<file path="src/rtl/rank_sel_pkg.sv">
package rank_sel_pkg;

  typedef enum logic [1:0] {
    SEL_RANK   = 2'd0,
    SEL_MAX    = 2'd1,
    SEL_MIN    = 2'd2,
    SEL_MEDIAN = 2'd3
  } sel_mode_e;

  // Rank actually used for a run: mode overrides, then clamp to 1..n.
  function automatic int unsigned effective_rank(sel_mode_e m, int unsigned r, int unsigned n);
    case (m)
      SEL_MAX:    return 1;
      SEL_MIN:    return n;
      SEL_MEDIAN: return (n + 1) / 2;
      default: begin
        if (r < 1) return 1;
        if (r > n) return n;
        return r;
      end
    endcase
  endfunction

  // Result bit for a column under general rank: set when enough ones.
  function automatic logic rank_bit(int unsigned ones, int unsigned k);
    return (ones >= k);
  endfunction

endpackage

</file>
<file path="src/rtl/rof_bit_cell.sv">
module rof_bit_cell #(
  parameter int M = 8
) (
  input  logic         clk,
  input  logic         rst_n,
  input  logic         load_i,
  input  logic         step_i,
  input  logic [M-1:0] sample_i,
  input  logic         dec_i,
  output logic         bit_o
);

  logic [M-1:0] sh_q;
  logic         frc_q;
  logic         fval_q;
  logic         mismatch;

  assign bit_o    = frc_q ? fval_q : sh_q[M-1];
  assign mismatch = step_i && !frc_q && (bit_o != dec_i);

  always_ff @(posedge clk or negedge rst_n) begin
    if (!rst_n) begin
      sh_q   <= '0;
      frc_q  <= 1'b0;
      fval_q <= 1'b0;
    end else if (load_i) begin
      sh_q   <= sample_i;
      frc_q  <= 1'b0;
      fval_q <= 1'b0;
    end else if (step_i) begin
      sh_q <= sh_q << 1;
      if (mismatch) begin
        frc_q  <= 1'b1;
        fval_q <= bit_o;
      end
    end
  end


  lock_on_mismatch_chk: assert property (@(posedge clk) disable iff (!rst_n)
    (mismatch && !load_i) |=> (frc_q && (bit_o == $past(bit_o))));


  lock_persists_chk: assert property (@(posedge clk) disable iff (!rst_n)
    (frc_q && !load_i) |=> (frc_q && $stable(fval_q)));

endmodule

</file>
<file path="src/rtl/rof_popcount.sv">
module rof_popcount #(
  parameter int N  = 5,
  parameter int CW = 3
) (
  input  logic [N-1:0]  col_i,
  output logic [CW-1:0] ones_o
);

  always_comb begin
    ones_o = '0;
    for (int i = 0; i < N; i++) begin
      ones_o = ones_o + CW'(col_i[i]);
    end
  end

endmodule

</file>
<file path="src/rtl/rof_decide.sv">
module rof_decide
  import rank_sel_pkg::*;
#(
  parameter int N  = 5,
  parameter int CW = 3
) (
  input  sel_mode_e     mode_i,
  input  logic [N-1:0]  col_i,
  input  logic [CW-1:0] ones_i,
  input  logic [CW-1:0] rank_i,
  output logic          bit_o
);

  always_comb begin
    case (mode_i)
      SEL_MAX: bit_o = |col_i;
      SEL_MIN: bit_o = &col_i;
      default: bit_o = rank_bit(int'(ones_i), int'(rank_i));
    endcase
  end

endmodule

</file>
<file path="src/rtl/rof_ctrl.sv">
module rof_ctrl #(
  parameter int M = 8,
  localparam int SW = (M > 1) ? $clog2(M) : 1
) (
  input  logic clk,
  input  logic rst_n,
  input  logic start_i,
  output logic load_o,
  output logic busy_o,
  output logic done_o
);

  logic [SW-1:0] cnt_q;
  logic          last;

  assign load_o = start_i && !busy_o;
  assign last   = busy_o && (cnt_q == SW'(M - 1));

  always_ff @(posedge clk or negedge rst_n) begin
    if (!rst_n) begin
      cnt_q  <= '0;
      busy_o <= 1'b0;
      done_o <= 1'b0;
    end else begin
      done_o <= 1'b0;
      if (load_o) begin
        busy_o <= 1'b1;
        cnt_q  <= '0;
      end else if (last) begin
        busy_o <= 1'b0;
        done_o <= 1'b1;
        cnt_q  <= '0;
      end else if (busy_o) begin
        cnt_q <= cnt_q + 1'b1;
      end
    end
  end


  load_sets_busy_chk: assert property (@(posedge clk) disable iff (!rst_n)
    load_o |=> (busy_o && !done_o));


  last_gives_done_chk: assert property (@(posedge clk) disable iff (!rst_n)
    last |=> (done_o && !busy_o));


  done_single_chk: assert property (@(posedge clk) disable iff (!rst_n)
    done_o |=> !done_o);


  busy_start_ignored_chk: assert property (@(posedge clk) disable iff (!rst_n)
    (busy_o && !last && start_i) |=> (busy_o && cnt_q == $past(cnt_q) + 1'b1));

endmodule

</file>
<file path="src/rtl/rank_select_serial.sv">
module rank_select_serial
  import rank_sel_pkg::*;
#(
  parameter int N = 5,
  parameter int M = 8,
  localparam int KW = $clog2(N + 1),
  localparam int CW = $clog2(N + 1)
) (
  input  logic           clk,
  input  logic           rst_n,
  input  logic           start_i,
  input  logic [1:0]     mode_i,
  input  logic [KW-1:0]  rank_i,
  input  logic [N*M-1:0] window_i,
  output logic           busy_o,
  output logic           done_o,
  output logic [M-1:0]   result_o
);

  logic          load;
  logic [N-1:0]  col;
  logic [CW-1:0] ones;
  logic          dec_bit;
  sel_mode_e     mode_q;
  logic [CW-1:0] rank_q;
  logic [M-1:0]  result_q;

  rof_ctrl #(.M(M)) u_ctrl (
    .clk     (clk),
    .rst_n   (rst_n),
    .start_i (start_i),
    .load_o  (load),
    .busy_o  (busy_o),
    .done_o  (done_o)
  );

  for (genvar g = 0; g < N; g++) begin : g_cell
    rof_bit_cell #(.M(M)) u_cell (
      .clk      (clk),
      .rst_n    (rst_n),
      .load_i   (load),
      .step_i   (busy_o),
      .sample_i (window_i[g*M +: M]),
      .dec_i    (dec_bit),
      .bit_o    (col[g])
    );
  end

  rof_popcount #(.N(N), .CW(CW)) u_count (
    .col_i  (col),
    .ones_o (ones)
  );

  rof_decide #(.N(N), .CW(CW)) u_decide (
    .mode_i (mode_q),
    .col_i  (col),
    .ones_i (ones),
    .rank_i (rank_q),
    .bit_o  (dec_bit)
  );

  always_ff @(posedge clk or negedge rst_n) begin
    if (!rst_n) begin
      mode_q   <= SEL_RANK;
      rank_q   <= CW'(1);
      result_q <= '0;
    end else if (load) begin
      mode_q   <= sel_mode_e'(mode_i);
      rank_q   <= CW'(effective_rank(sel_mode_e'(mode_i), int'(rank_i), N));
      result_q <= '0;
    end else if (busy_o) begin
      result_q <= {result_q[M-2:0], dec_bit};
    end
  end

  assign result_o = result_q;


  max_zero_column_chk: assert property (@(posedge clk) disable iff (!rst_n)
    (busy_o && mode_q == SEL_MAX && !dec_bit) |-> (ones == '0));


  min_full_column_chk: assert property (@(posedge clk) disable iff (!rst_n)
    (busy_o && mode_q == SEL_MIN && dec_bit) |-> (ones == CW'(N)));


  rank_in_range_chk: assert property (@(posedge clk) disable iff (!rst_n)
    (rank_q != '0) && (rank_q <= CW'(N)));


  idle_hold_chk: assert property (@(posedge clk) disable iff (!rst_n)
    (!busy_o && !load) |=> $stable(result_q));

endmodule

</file>
<file path="config.mk">
export PLATFORM = sky130hd
export DESIGN_NAME = rank_select_serial
export DESIGN_NICKNAME = d
export VERILOG_FILES = /design/src/rtl/rank_sel_pkg.sv /design/src/rtl/rof_bit_cell.sv /design/src/rtl/rof_popcount.sv /design/src/rtl/rof_decide.sv /design/src/rtl/rof_ctrl.sv /design/src/rtl/rank_select_serial.sv
export SDC_FILE = /design/constraint.sdc
export NUM_CORES = 1
export LEC_CHECK = 0
export ABC_AREA = 0
export BUFFER_PORTS_ARGS = -buffer_cell sky130_fd_sc_hd__buf_2
export CORE_MARGIN = 2
export CORE_UTILIZATION = 40
export CTS_BUF_LIST = sky130_fd_sc_hd__clkbuf_16
export CTS_CLUSTER_SIZE = 40
export DETAILED_ROUTE_END_ITERATION = 16
export GPL_ROUTABILITY_DRIVEN = 0
export GPL_TIMING_DRIVEN = 0
export PLACE_DENSITY = 0.66
export SLEW_MARGIN = 20
export SYNTH_ARGS = -nofsm -noshare
export SYNTH_HDL_FRONTEND = slang
export SYNTH_SLANG_ARGS = --single-unit
</file>
<file path="constraint.sdc">
create_clock -name clk -period 4.1 [get_ports clk]
set_input_delay 0.205 -clock clk [delete_from_list [all_inputs] [get_ports clk]]
set_output_delay 0.205 -clock clk [all_outputs]
set_load 0.02 [all_outputs]
</file>
# Word-level counts from Yosys, hierarchy flattened
# Index checks and enable logic that the tools add are counted.
# word_totals
ff_bits,68
input_bits,48
output_inout_bits,10
# classes
addsub,5
magnitude_cmp,3
n_eq_ne,11
n_mux,67
n_reduce_logical,34
# op_table
op,n
$mux 8,12
$mux 1,47
$mux 3,6
$reduce_bool 2->1,7
$logic_and 1x1->1,12
$reduce_and 2->1,5
$add 3x1->3,3
$pmux 3 s3,1
$eq 2x2->1 const B,3
$logic_not 1->1,6
$ne 1x1->1,5
$reduce_and 5->1,1
$reduce_or 5->1,1
$eq 2x1->1 const B,2
$add 3x1->3 const B,1
$eq 3x3->1 const B,1
$ge 3x3->1,1
$gt 3x3->1 const B,1
$lt 3x1->1 const B,1
$reduce_bool 3->1,1
$reduce_or 3->1,1
$add 1x1->2,1
$pmux 1 s2,1

# Depth between registers and ports, before layout
# Gate-level depths: netlist of run 1.
# depth
depth_word,12
ltp_mapped,12
mapped_depth_nobuf,11

# Hierarchy
# A second synthesis of run 1 with hierarchy kept.
# unflattened
hier_cells,320
hier_area_um2,3393.3
# modules_own_cells
mod,instances,cells_per_inst,area_each_um2
rof_bit_cell,5,46,483.0
rank_select_serial,1,46,540.5
rof_ctrl,1,17,217.7
rof_decide,1,18,136.4
rof_popcount,1,9,83.8

# Worst setup path after synthesis of run 1
# Ideal clock, no wire load.
# synth_path
kind,reg2reg
start,reg g_cell[0].u_cell.frc_q
end,reg g_cell[0].u_cell.frc_q
arrival_time_ps,3192
setup_slack_ps,784
stages_incl_launch_ff,12
period_less_slack_ps,3316
cell_sequence,dfrtp_1 -> mux2i_1 -> ha_1 -> fa_1 -> ha_1 -> fa_1 -> ha_1 -> a21oi_1 -> o211a_1 -> buf_2 -> o31a_1 -> o31a_1
# synth_via
elab_chain_cells,11
elab_cells_between_ends,15
cone_classes,4 x add/sub; 1 x order compare; 1 x eq/ne; 2 x mux; 7 x reduce/logical
# synth_lines
item,line_no,source
start: declaration,rof_bit_cell.sv:14,logic frc_q;
start signal: assignment,rof_bit_cell.sv:24,frc_q <= 1'b0;
start signal: assignment,rof_bit_cell.sv:28,frc_q <= 1'b0;
start signal: assignment,rof_bit_cell.sv:33,frc_q <= 1'b1;
$mux 1,rof_bit_cell.sv:18,assign bit_o = frc_q ? fval_q : sh_q[M-1];
$add 1x1->2,rof_popcount.sv:12,ones_o = ones_o + CW'(col_i[i]);
$add 3x1->3 (3 in series),rof_popcount.sv:12,
$ge 3x3->1,rank_sel_pkg.sv:26,return (ones >= k);
$pmux 1 s2,rof_decide.sv:15,case (mode_i)
$ne 1x1->1,rof_bit_cell.sv:19,assign mismatch = step_i && !frc_q && (bit_o != dec_i);
$logic_and 1x1->1 (*),rof_bit_cell.sv:19,
$reduce_bool 2->1 (no source line) (*),n/a,
$reduce_and 2->1 (no source line) (*),n/a,
# Mark *: on every way between the ends. The rest lies on a longest branch, timed or not.
# A chain may end at the register's enable or synchronous reset.

# Worst setup path in the final report of run 1
# layout_path
start,reg g_cell[0].u_cell.frc_q
end,reg g_cell[1].u_cell.fval_q
# layout_via
elab_chain_cells,11
elab_cells_between_ends,13
cone_classes,4 x add/sub; 1 x order compare; 1 x eq/ne; 2 x mux; 5 x reduce/logical
# layout_lines
item,line_no,source
$mux 1 (*),rof_bit_cell.sv:18,
$add 1x1->2,rof_popcount.sv:12,
$add 3x1->3 (3 in series),rof_popcount.sv:12,
$ge 3x3->1,rank_sel_pkg.sv:26,
$pmux 1 s2 (*),rof_decide.sv:15,
$ne 1x1->1 (*),rof_bit_cell.sv:19,
$logic_and 1x1->1 (*),rof_bit_cell.sv:19,
$reduce_bool 2->1 (no source line) (*),n/a,
$reduce_and 2->1 (no source line) (*),n/a,
end signal: assignment,rof_bit_cell.sv:34,fval_q <= bit_o;
end: declaration,rof_bit_cell.sv:15,logic fval_q;
# Marked as above.

==> flow_summary.ini, run 1 <==
[detailed_routing]
firstDrtPassIters = 5
ant_nets = 0
wl_per_cell_um = 14.9
viasPerCell = 5.23
routed.top_layer = met4
drc = 0
drt-met1-wl_um = 3430
drtIter0Drc = 119
routed_wl_um = 7560
wl_met3_um = 481
dr_wl_met2_um = 3560
vias = 2650

[yosys]
synthesis.nets = 387
synth_cell_types = 37
synth_seq_cells = 68
synthesis.instances = 327
synth.avg_cell_area_um2 = 10.3
synth_edf_count = 0
synthArstFlopShare_pct = 100
ys_warn_count = 0
synth.area.top_cells = dfrtp_1 50%, mux2i_1 13%, o21ai_0 7.4%, nand2_1 5.9%, ha_1 3.7%
yosysSeqAreaShare_pct = 50.4
synth_top_area_share_pct = 49.6
netlist_area_um2 = 3380
synth_area_leader_cell = dfrtp_1
ys.flop_type = dfrtp_1

[global_route]
grt_pass1_vias = 2511
grt_pass1_wl_um = 12300
grt_max_degree = 39
grtUsageTotal_pct = 17.7
overflow = 0
antenna_found_initial = 0

[clock_tree]
cts_resized = 0
cts_tree = done
cts_buffers = 9
cts_buffer_depth = 2
cts_setup_buffers = 0
clock-root-buffer = clkbuf_16
path_clk_slew_ns = 0.06
hold_buffers = 1
h-tree-depth = 3
clock_sinks = 68
clk_latency_ns = 0.33

[critical_path]
crit_path_frequent_cell = ha_1
start_kind = flip-flop
critical_path_required_ns = 4.28
critPathArrivalTime_ns = 3.85
max_stage_delay_ns = 0.48
critPathKind = reg -> reg
critPathMaxFanout = 10
slowest_stage = fa_1
cp_cell_sequence = mux2i_1 -> ha_1 -> fa_1 -> ha_1 -> fa_1 -> ha_1 -> a21oi_1 -> o211a_1 -> buf_2 -> nor3_2 -> o211ai_1
cp-end-kind = flip-flop

[sta]
finalMaxSlewViolations = 0
tightest_slew_ns = 0.557
finClkSkew_ns = 0.00590
rsz0062_at_grt = false
max-slew-margin-rel_pct = 62.8
setup_viol = 0
finalHoldViolations = 0
max_freq_mhz = 273
finalCritPeriodShare_pct = 89.4
min_period_ns = 3.67
setup_tns_ns = 0

[layout]
final_layout_size_suffix_gt1_share_pct = 21.4
syn2layout_area_growth_pct = 22.7
layout.nets = 457
final_cells = 507
diodes = 0

[flow_run]
maxCapViolCount = 0

[placed_design]
dp.cells = 490
io_buffers = 57
place_hpwl_um = 5370

[floorplanning]
rows = 33
fp.coreArea_um2 = 8220
fp.dieH_um = 96.0
die_w_um = 96.0
initial_core_util_pct = 41.2
io_pins = 58
dieArea_um2 = 9210

[power_and_ir_drop]
irDropWorstVdd_v = 0.000347
p_leak_nw = 2.03
power.density_nw_per_um2 = 851

[worst_hold_path]
hold_path_class = in -> reg

[status]
status = finished clean
## cell type report
type | count | area [um2]
tap | 105 | 131
multi-input combinational | 224 | 1530
timing repair buffer | 59 | 318
inverter | 14 | 52.6
clock buffer | 9 | 225
buffer | 21 | 93.8
sequential | 68 | 1700
fill | 740 | 4070
clock inverter | 7 | 92.6
## kinds of logic (layout without fill, tap and decap cells)
| kind of cell | Yosys count | after routing | synth area share [%] |
|---|---|---|---|
| simple gates | 81 | 81 | 10.7 |
| fa+ha+maj | 12 | 12 | 4.88 |
| flops | 68 | 68 | 50.4 |
| xor+xnor | 1 | 1 | 0.259 |
| compound gates | 84 | 84 | 15.8 |
| mux | 46 | 46 | 13.7 |
| buf+inv | 35 | 110 | 4.33 |
## worst max-delay path: cells and delay by family, from the launching register on
kind	cells	cell delay, ns
adder cells (fa/ha/maj)	5	1.71
AO/OA/AOI/OAI	3	0.48
AND/OR/NAND/NOR	1	0.43
flip-flops	1	0.41
multiplexers	1	0.28
buffers and inverters	1	0.19
## routing by layer
layer  GRT usage, %  vias to the layer above
met4           5.48                        0
met5              0                        -
met3           6.19                        9
li1               -                     1300
met2           27.3                       56
met1           23.5                     1285
## flip-flops by register name, summed over array words and instances, names as in the netlist, 2 cells and up
register and cells:
u_ctrl.cnt_q 3, result_o 8, g_cell.u_cell.fval_q 5, mode_q 2, g_cell.u_cell.sh_q 40, rank_q 3
g_cell.u_cell.frc_q 5
## cells in the final DEF, fill, tap and decap left out, types with 2 or more instances in the layout
cell,instances
a21o_1,6
a21oi_1,2
a22o_1,2
buf_1,2
buf_2,62
bufinv_16,2
clkbuf_1,12
clkbuf_16,9
clkinvlp_4,2
dfrtp_1,67
fa_1,2
ha_1,10
inv_1,15
mux2_2,2
mux2i_1,44
nand2_1,53
nand2b_1,3
nand3_1,2
nand3b_1,2
nor2_1,8
nor2b_1,3
nor4_1,5
o211ai_1,4
o21ai_0,50
o311ai_0,6
o31a_1,8
## power breakdown
group	total [W]	leakage [nW]	internal [W]	switching, W
clock network	0.000814	0.153	0.000529	0.000285
logic	0.00157	1.02	0.000661	0.000907
registers	0.00115	0.856	0.000954	0.000195
## worst paths after layout
kind / from / endpoint / slack, ns / cells past startpoint
max reg2reg: g_cell[0].u_cell.frc_q / g_cell[1].u_cell.fval_q / 0.43 / 11
max in group asynchronous: rst_n / result_o[2] / 3.20 / 3
max: g_cell[0].u_cell.frc_q / g_cell[1].u_cell.fval_q / 0.43 / 11
min in group asynchronous: rst_n / rank_q[2] / 0.35 / 2
min: mode_i[0] / rank_q[2] / 0.12 / 2
min reg2reg: g_cell[2].u_cell.sh_q[1] / g_cell[2].u_cell.sh_q[2] / 0.48 / 2
## metrics by stage
step | utilization [%] | area (um2) | worst slack, ns | power (W) | hold slack (ns)
finish | 50.5 | 4150 | 0.435 | 0.00353 | 0.123
global placement | 46.2 | 3800 | 0.472 | 0.00268 | 0.453
floorplan | - | 3380 | 0.784 | 0.00230 | -0.0906
global route | 50.5 | 4150 | 0.262 | 0.00384 | 0.133
CTS | 50.5 | 4150 | 0.449 | 0.00357 | 0.113
detailed placement | 46.5 | 3820 | 0.482 | 0.00273 | 0.173
## cells in the mapped netlist, types with 3 or more instances
cell and instances:
dfrtp_1 67, nand2_1 53, o21ai_0 50, mux2i_1 44
inv_1 14, clkbuf_1 12, ha_1 10, nor2_1 8
o31a_1 8, a21o_1 6, buf_2 6, o311ai_0 6
nor4_1 5, o211ai_1 4, nand2b_1 3, nor2b_1 3
(Power assumes the default switching activity.)
==> run 2, diff against run 1 <==
--- a/config.mk
+++ b/config.mk
@@ -6,7 +6,7 @@
 export NUM_CORES = 1
 export LEC_CHECK = 0
 export ABC_AREA = 0
-export BUFFER_PORTS_ARGS = -buffer_cell sky130_fd_sc_hd__buf_2
+export BUFFER_PORTS_ARGS = -buffer_cell sky130_fd_sc_hd__clkbuf_2
 export CORE_MARGIN = 2
 export CORE_UTILIZATION = 40
 export CTS_BUF_LIST = sky130_fd_sc_hd__clkbuf_16
==> run 2 against run 1 <==
  * Count of clock-buffer cells in the layout is the same
  * Utilization grew 0.27 points
  * Clock skew shrank 0.0012 ns
  * Global-route usage grew 1.2 points
  * Total power grew 2.7%
==> flow_summary.ini, run 2 (synthesis gave the netlist of run 1 again) <==
[sta]
rsz0062_at_grt = false
setup_tns_ns = 0
min_period_ns = 3.73
finalHoldViolations = 0
finalMaxSlewViolations = 0
max-slew-margin-rel_pct = 60.4
setup_viol = 0
max_freq_mhz = 268
finalCritPeriodShare_pct = 90.9
finClkSkew_ns = 0.00474
tightest_slew_ns = 0.594

[global_route]
grt_max_degree = 42
overflow = 0
antenna_found_initial = 0
grt_pass1_wl_um = 13200
grt_pass1_vias = 2763
grtUsageTotal_pct = 18.9

[detailed_routing]
routed_wl_um = 7860
wl_per_cell_um = 15.5
drc = 0
vias = 2684
viasPerCell = 5.29
ant_nets = 0
firstDrtPassIters = 4
drtIter0Drc = 174

[layout]
layout.nets = 457
final_cell_area_um2 = 4170
diodes = 0
n_fill_cell = 765
syn2layout_area_growth_pct = 23.3
final_layout_size_suffix_gt1_share_pct = 21.4
layout_common_cells = 67 x dfrtp_1, 56 x clkbuf_2, 53 x nand2_1, 50 x o21ai_0, 44 x mux2i_1
final_common_cell = dfrtp_1
largest_register = g_cell.u_cell.sh_q
largest_register_ffs = 40

[critical_path]
critical_path_required_ns = 4.29
critPathArrivalTime_ns = 3.92
cp-end-kind = flip-flop
start_kind = flip-flop
critPathMaxFanout = 10
critPathKind = reg -> reg

[placed_design]
place_hpwl_um = 5450
placed_area_um2 = 3820
io_buffers = 57

[clock_tree]
cts_buffers = 9
cts_tree = done
h-tree-depth = 3
clock-root-buffer = clkbuf_16
clock_sinks = 68
cts_buffer_depth = 2
clk_latency_ns = 0.33
path_clk_slew_ns = 0.06

[floorplanning]
die_w_um = 96.0
fp.coreArea_um2 = 8220
io_pins = 58
dieArea_um2 = 9210
fp.dieH_um = 96.0
initial_core_util_pct = 41.2
rows = 33

[power_and_ir_drop]
power.density_nw_per_um2 = 869
p_leak_nw = 2.04
irDropWorstVdd_v = 0.000361

[status]
status = finished clean

[flow_run]
maxCapViolCount = 0

[worst_hold_path]
hold_path_class = in -> reg
==> run 2: layout make-up <==
cell class,count,area (um2),area share (%)
Multi-Input combinational cell,224,1530,36.7
Sequential cell,68,1700,40.8
Inverter,14,52.6,1.26
Clock buffer,9,225,5.40
Timing Repair Buffer,59,318,7.62
Clock inverter,7,115,2.76
Buffer,21,93.8,2.25
Tap cell,105,131,3.15
==> run 2: path summary, 6_finish.rpt <==
kind	start	to	slack, ns	cells past startpoint
worst max-delay path	g_cell[0].u_cell.frc_q	g_cell[4].u_cell.fval_q	0.37	11
worst min-delay path	window_i[8]	g_cell[1].u_cell.sh_q[0]	0.13	3
worst max register to register	g_cell[0].u_cell.frc_q	g_cell[4].u_cell.fval_q	0.37	11
worst min register to register	g_cell[4].u_cell.sh_q[4]	g_cell[4].u_cell.sh_q[5]	0.48	2
max in group asynchronous	rst_n	g_cell[2].u_cell.sh_q[2]	3.18	3
min in group asynchronous	rst_n	rank_q[1]	0.36	2
==> run 2: metrics by stage <==
stage          utilization [%]  total power (W)  cells  worst slack (ns)  hold WS [ns]
2_1_floorplan                -          0.00230    327             0.784       -0.0906
6_report                  50.8          0.00363    507             0.372         0.125
4_1_cts                   50.8          0.00365    507             0.422         0.121
5_1_grt                   50.8          0.00395    507             0.219         0.136
3_3_place_gp              46.2          0.00268    489             0.474         0.456
3_5_place_dp              46.5          0.00274    490             0.433         0.189
==> run 2: what timing repair did <==
action | CTS | global route
hold endpoints to repair | 26 | 0
hold buffers | 1 | 0
buffers inserted | 0 | 0
resized for setup | 0 | 0
==> run 2: per-layer routing <==
layer	vias up	global-route usage [%]	share of wire, %
met4	0	8.81	1.7
met5	-	0	0
li1	1295	-	-
met2	57	29.8	47
met3	13	5.40	5.9
met1	1319	24.1	45
==> run 2: worst max-delay path: stages, from the launching register on <==
cell and delay (ns):
dfrtp_1 0.42, mux2i_1 0.29, ha_1 0.30, fa_1 0.48, ha_1 0.22, fa_1 0.43
ha_1 0.29, a21oi_1 0.06, o211a_1 0.25, buf_2 0.20, nor3_2 0.47, o21ai_0 0.18
==> run 2: power by group <==
group	leakage, nW	internal, W	switching [W]
Sequential	0.856	0.000954	0.000201
Clock	0.163	0.000592	0.000299
Combinational	1.02	0.000659	0.000923
==> run 3, diff against run 2 <==
--- a/config.mk
+++ b/config.mk
@@ -8,13 +8,13 @@
 export ABC_AREA = 0
 export BUFFER_PORTS_ARGS = -buffer_cell sky130_fd_sc_hd__clkbuf_2
 export CORE_MARGIN = 2
-export CORE_UTILIZATION = 40
+export CORE_UTILIZATION = 56
 export CTS_BUF_LIST = sky130_fd_sc_hd__clkbuf_16
 export CTS_CLUSTER_SIZE = 40
 export DETAILED_ROUTE_END_ITERATION = 16
 export GPL_ROUTABILITY_DRIVEN = 0
 export GPL_TIMING_DRIVEN = 0
-export PLACE_DENSITY = 0.66
+export PLACE_DENSITY = 0.86
 export SLEW_MARGIN = 20
 export SYNTH_ARGS = -nofsm -noshare
 export SYNTH_HDL_FRONTEND = slang
==> run 3 against run 2 <==
  * Via count up 4.7%
  * Worst hold slack better by 0.0096 ns
  * Register-to-register slack better by 0.02 ns
  * Flip-flop and latch count unchanged
  * Clock power shrank 13%
  * Setup slack improved by 0.022 ns
  * Combinational power grew 4%
  * Wire length increased by 3.8%
  * Final cell count decreased by 5.9%
==> flow_summary.ini, run 3 (synthesis gave the netlist of run 1 again) <==
[clock_tree]
clock-root-buffer = clkbuf_16
cts_buffer_depth = 2
cts_tree = done
clk_latency_ns = 0.33
cts_resized = 0
h-tree-depth = 3
cts_buffers = 9
clock_sinks = 68
path_clk_slew_ns = 0.06

[layout]
final_cells = 477
syn2layout_area_growth_pct = 21.3
largest_register_ffs = 40
final_common_cell = dfrtp_1
layout.nets = 457
largest_register = g_cell.u_cell.sh_q
n_fill_cell = 419
layout_common_cells = 67 x dfrtp_1, 56 x clkbuf_2, 53 x nand2_1, 50 x o21ai_0, 44 x mux2i_1
diodes = 0
final_layout_size_suffix_gt1_share_pct = 21.6

[sta]
max-slew-margin-rel_pct = 61.6
finalCritPeriodShare_pct = 90.4
finalHoldViolations = 0
rsz0062_at_grt = false
tightest_slew_ns = 0.575
finalMaxSlewViolations = 0
max_freq_mhz = 270
finClkSkew_ns = 0.00813
setup_viol = 0
setup_tns_ns = 0
min_period_ns = 3.71

[critical_path]
max_stage_delay_ns = 0.48
critPathKind = reg -> reg
start_kind = flip-flop
critical_path_required_ns = 4.28
path_buf_inv = 1
reg2reg_slack_ns = 0.39
critical_path.endpoint = g_cell[2].u_cell.fval_q
critPathArrivalTime_ns = 3.88
slowest_stage = fa_1
cp-end-kind = flip-flop
ff2ff_path_depth = 11
crit_start = g_cell[0].u_cell.frc_q
cp_cell_sequence = mux2i_1 -> ha_1 -> fa_1 -> ha_1 -> fa_1 -> ha_1 -> a21oi_1 -> o211a_1 -> buf_2 -> nor3_2 -> o21ai_0
reg2reg_from = g_cell[0].u_cell.frc_q
crit_path_frequent_cell = ha_1
cp_top_family = adder cells
critPathMaxFanout = 10
reg2reg_to = g_cell[2].u_cell.fval_q
cp.depth = 11

[detailed_routing]
firstDrtPassIters = 4
wl_per_cell_um = 17.1
routed_wl_um = 8160
vias = 2810
ant_nets = 0
drc = 0
viasPerCell = 5.89
drtIter0Drc = 190

[worst_hold_path]
hold_depth = 3
hold_path_class = in -> reg

[global_route]
grt_max_degree = 46
overflow = 0
grt_pass1_wl_um = 13400
grtUsageTotal_pct = 26.8
grt_pass1_vias = 2825
antenna_found_initial = 0

[floorplanning]
fp.dieH_um = 81.7
die_w_um = 81.7
io_pins = 58
dieArea_um2 = 6680
fp.coreArea_um2 = 5890
rows = 28
initial_core_util_pct = 57.5

[flow_run]
maxCapViolCount = 0

[status]
status = finished clean

[placed_design]
place_hpwl_um = 5340
dp.cells = 460
io_buffers = 57

[power_and_ir_drop]
power.density_nw_per_um2 = 874
p_leak_nw = 2.02
irDropWorstVdd_v = 0.000523
==> run 3: worst min path at each step <==
stage | startpoint | endpoint | slack (ns)
floorplan | rst_n | g_cell[0].u_cell.frc_q | -0.09
global placement | window_i[16] | g_cell[2].u_cell.sh_q[0] | 0.45
detailed placement | rst_n | rank_q[1] | 0.17
CTS | mode_i[0] | rank_q[2] | 0.14
global route | mode_i[0] | rank_q[2] | 0.16
finish | window_i[32] | g_cell[4].u_cell.sh_q[0] | 0.13
==> run 3: tightest hold or removal path: stages <==
cell and delay, ns:
clkbuf_2 0.08, mux2i_1 0.06, nor2_1 0.08
==> run 3: layout make-up <==
type | instances | area, um2 | area share (%)
Multi-Input combinational cell | 224 | 1530 | 37.4
Sequential cell | 68 | 1700 | 41.5
Clock inverter | 7 | 76.3 | 1.86
Timing Repair Buffer | 59 | 325 | 7.93
Buffer | 21 | 93.8 | 2.29
Clock buffer | 9 | 225 | 5.49
Tap cell | 75 | 93.8 | 2.29
Inverter | 14 | 52.6 | 1.28
==> run 3: stage by stage <==
stage / cell area (um2) / utilization (%) / hold slack, ns / power (W) / worst slack, ns
floorplan: 3380 / - / -0.0906 / 0.00230 / 0.784
global placement: 3760 / 63.9 / 0.452 / 0.00265 / 0.499
detailed placement: 3790 / 64.4 / 0.168 / 0.00274 / 0.462
CTS: 4100 / 69.7 / 0.136 / 0.00357 / 0.368
global route: 4100 / 69.7 / 0.163 / 0.00382 / 0.249
finish: 4100 / 69.7 / 0.135 / 0.00358 / 0.395
==> run 3: per-layer routing <==
metal,GRT usage [%],vias up,wire length (um),part of all wire (%)
li1,-,1299,-,-
met1,33.6,1417,3450,42
met2,45.7,73,4160,51
met3,5.05,21,373,4.6
met4,11.5,0,170,2.1
met5,0,-,0,0
==> run 3: report_power, final <==
| group | internal, W | leakage [nW] | switching (W) |
|---|---|---|---|
| Clock | 0.000474 | 0.142 | 0.000303 |
| Sequential | 0.000954 | 0.856 | 0.000214 |
| Combinational | 0.000662 | 1.03 | 0.000977 |
| Total | 0.00209 | 2.02 | 0.00149 |
==> run 3: repair_timing <==
item	4_1_cts	5_1_grt
hold buffers	1	0
hold endpoints to repair	22	0
setup buffers	0	0
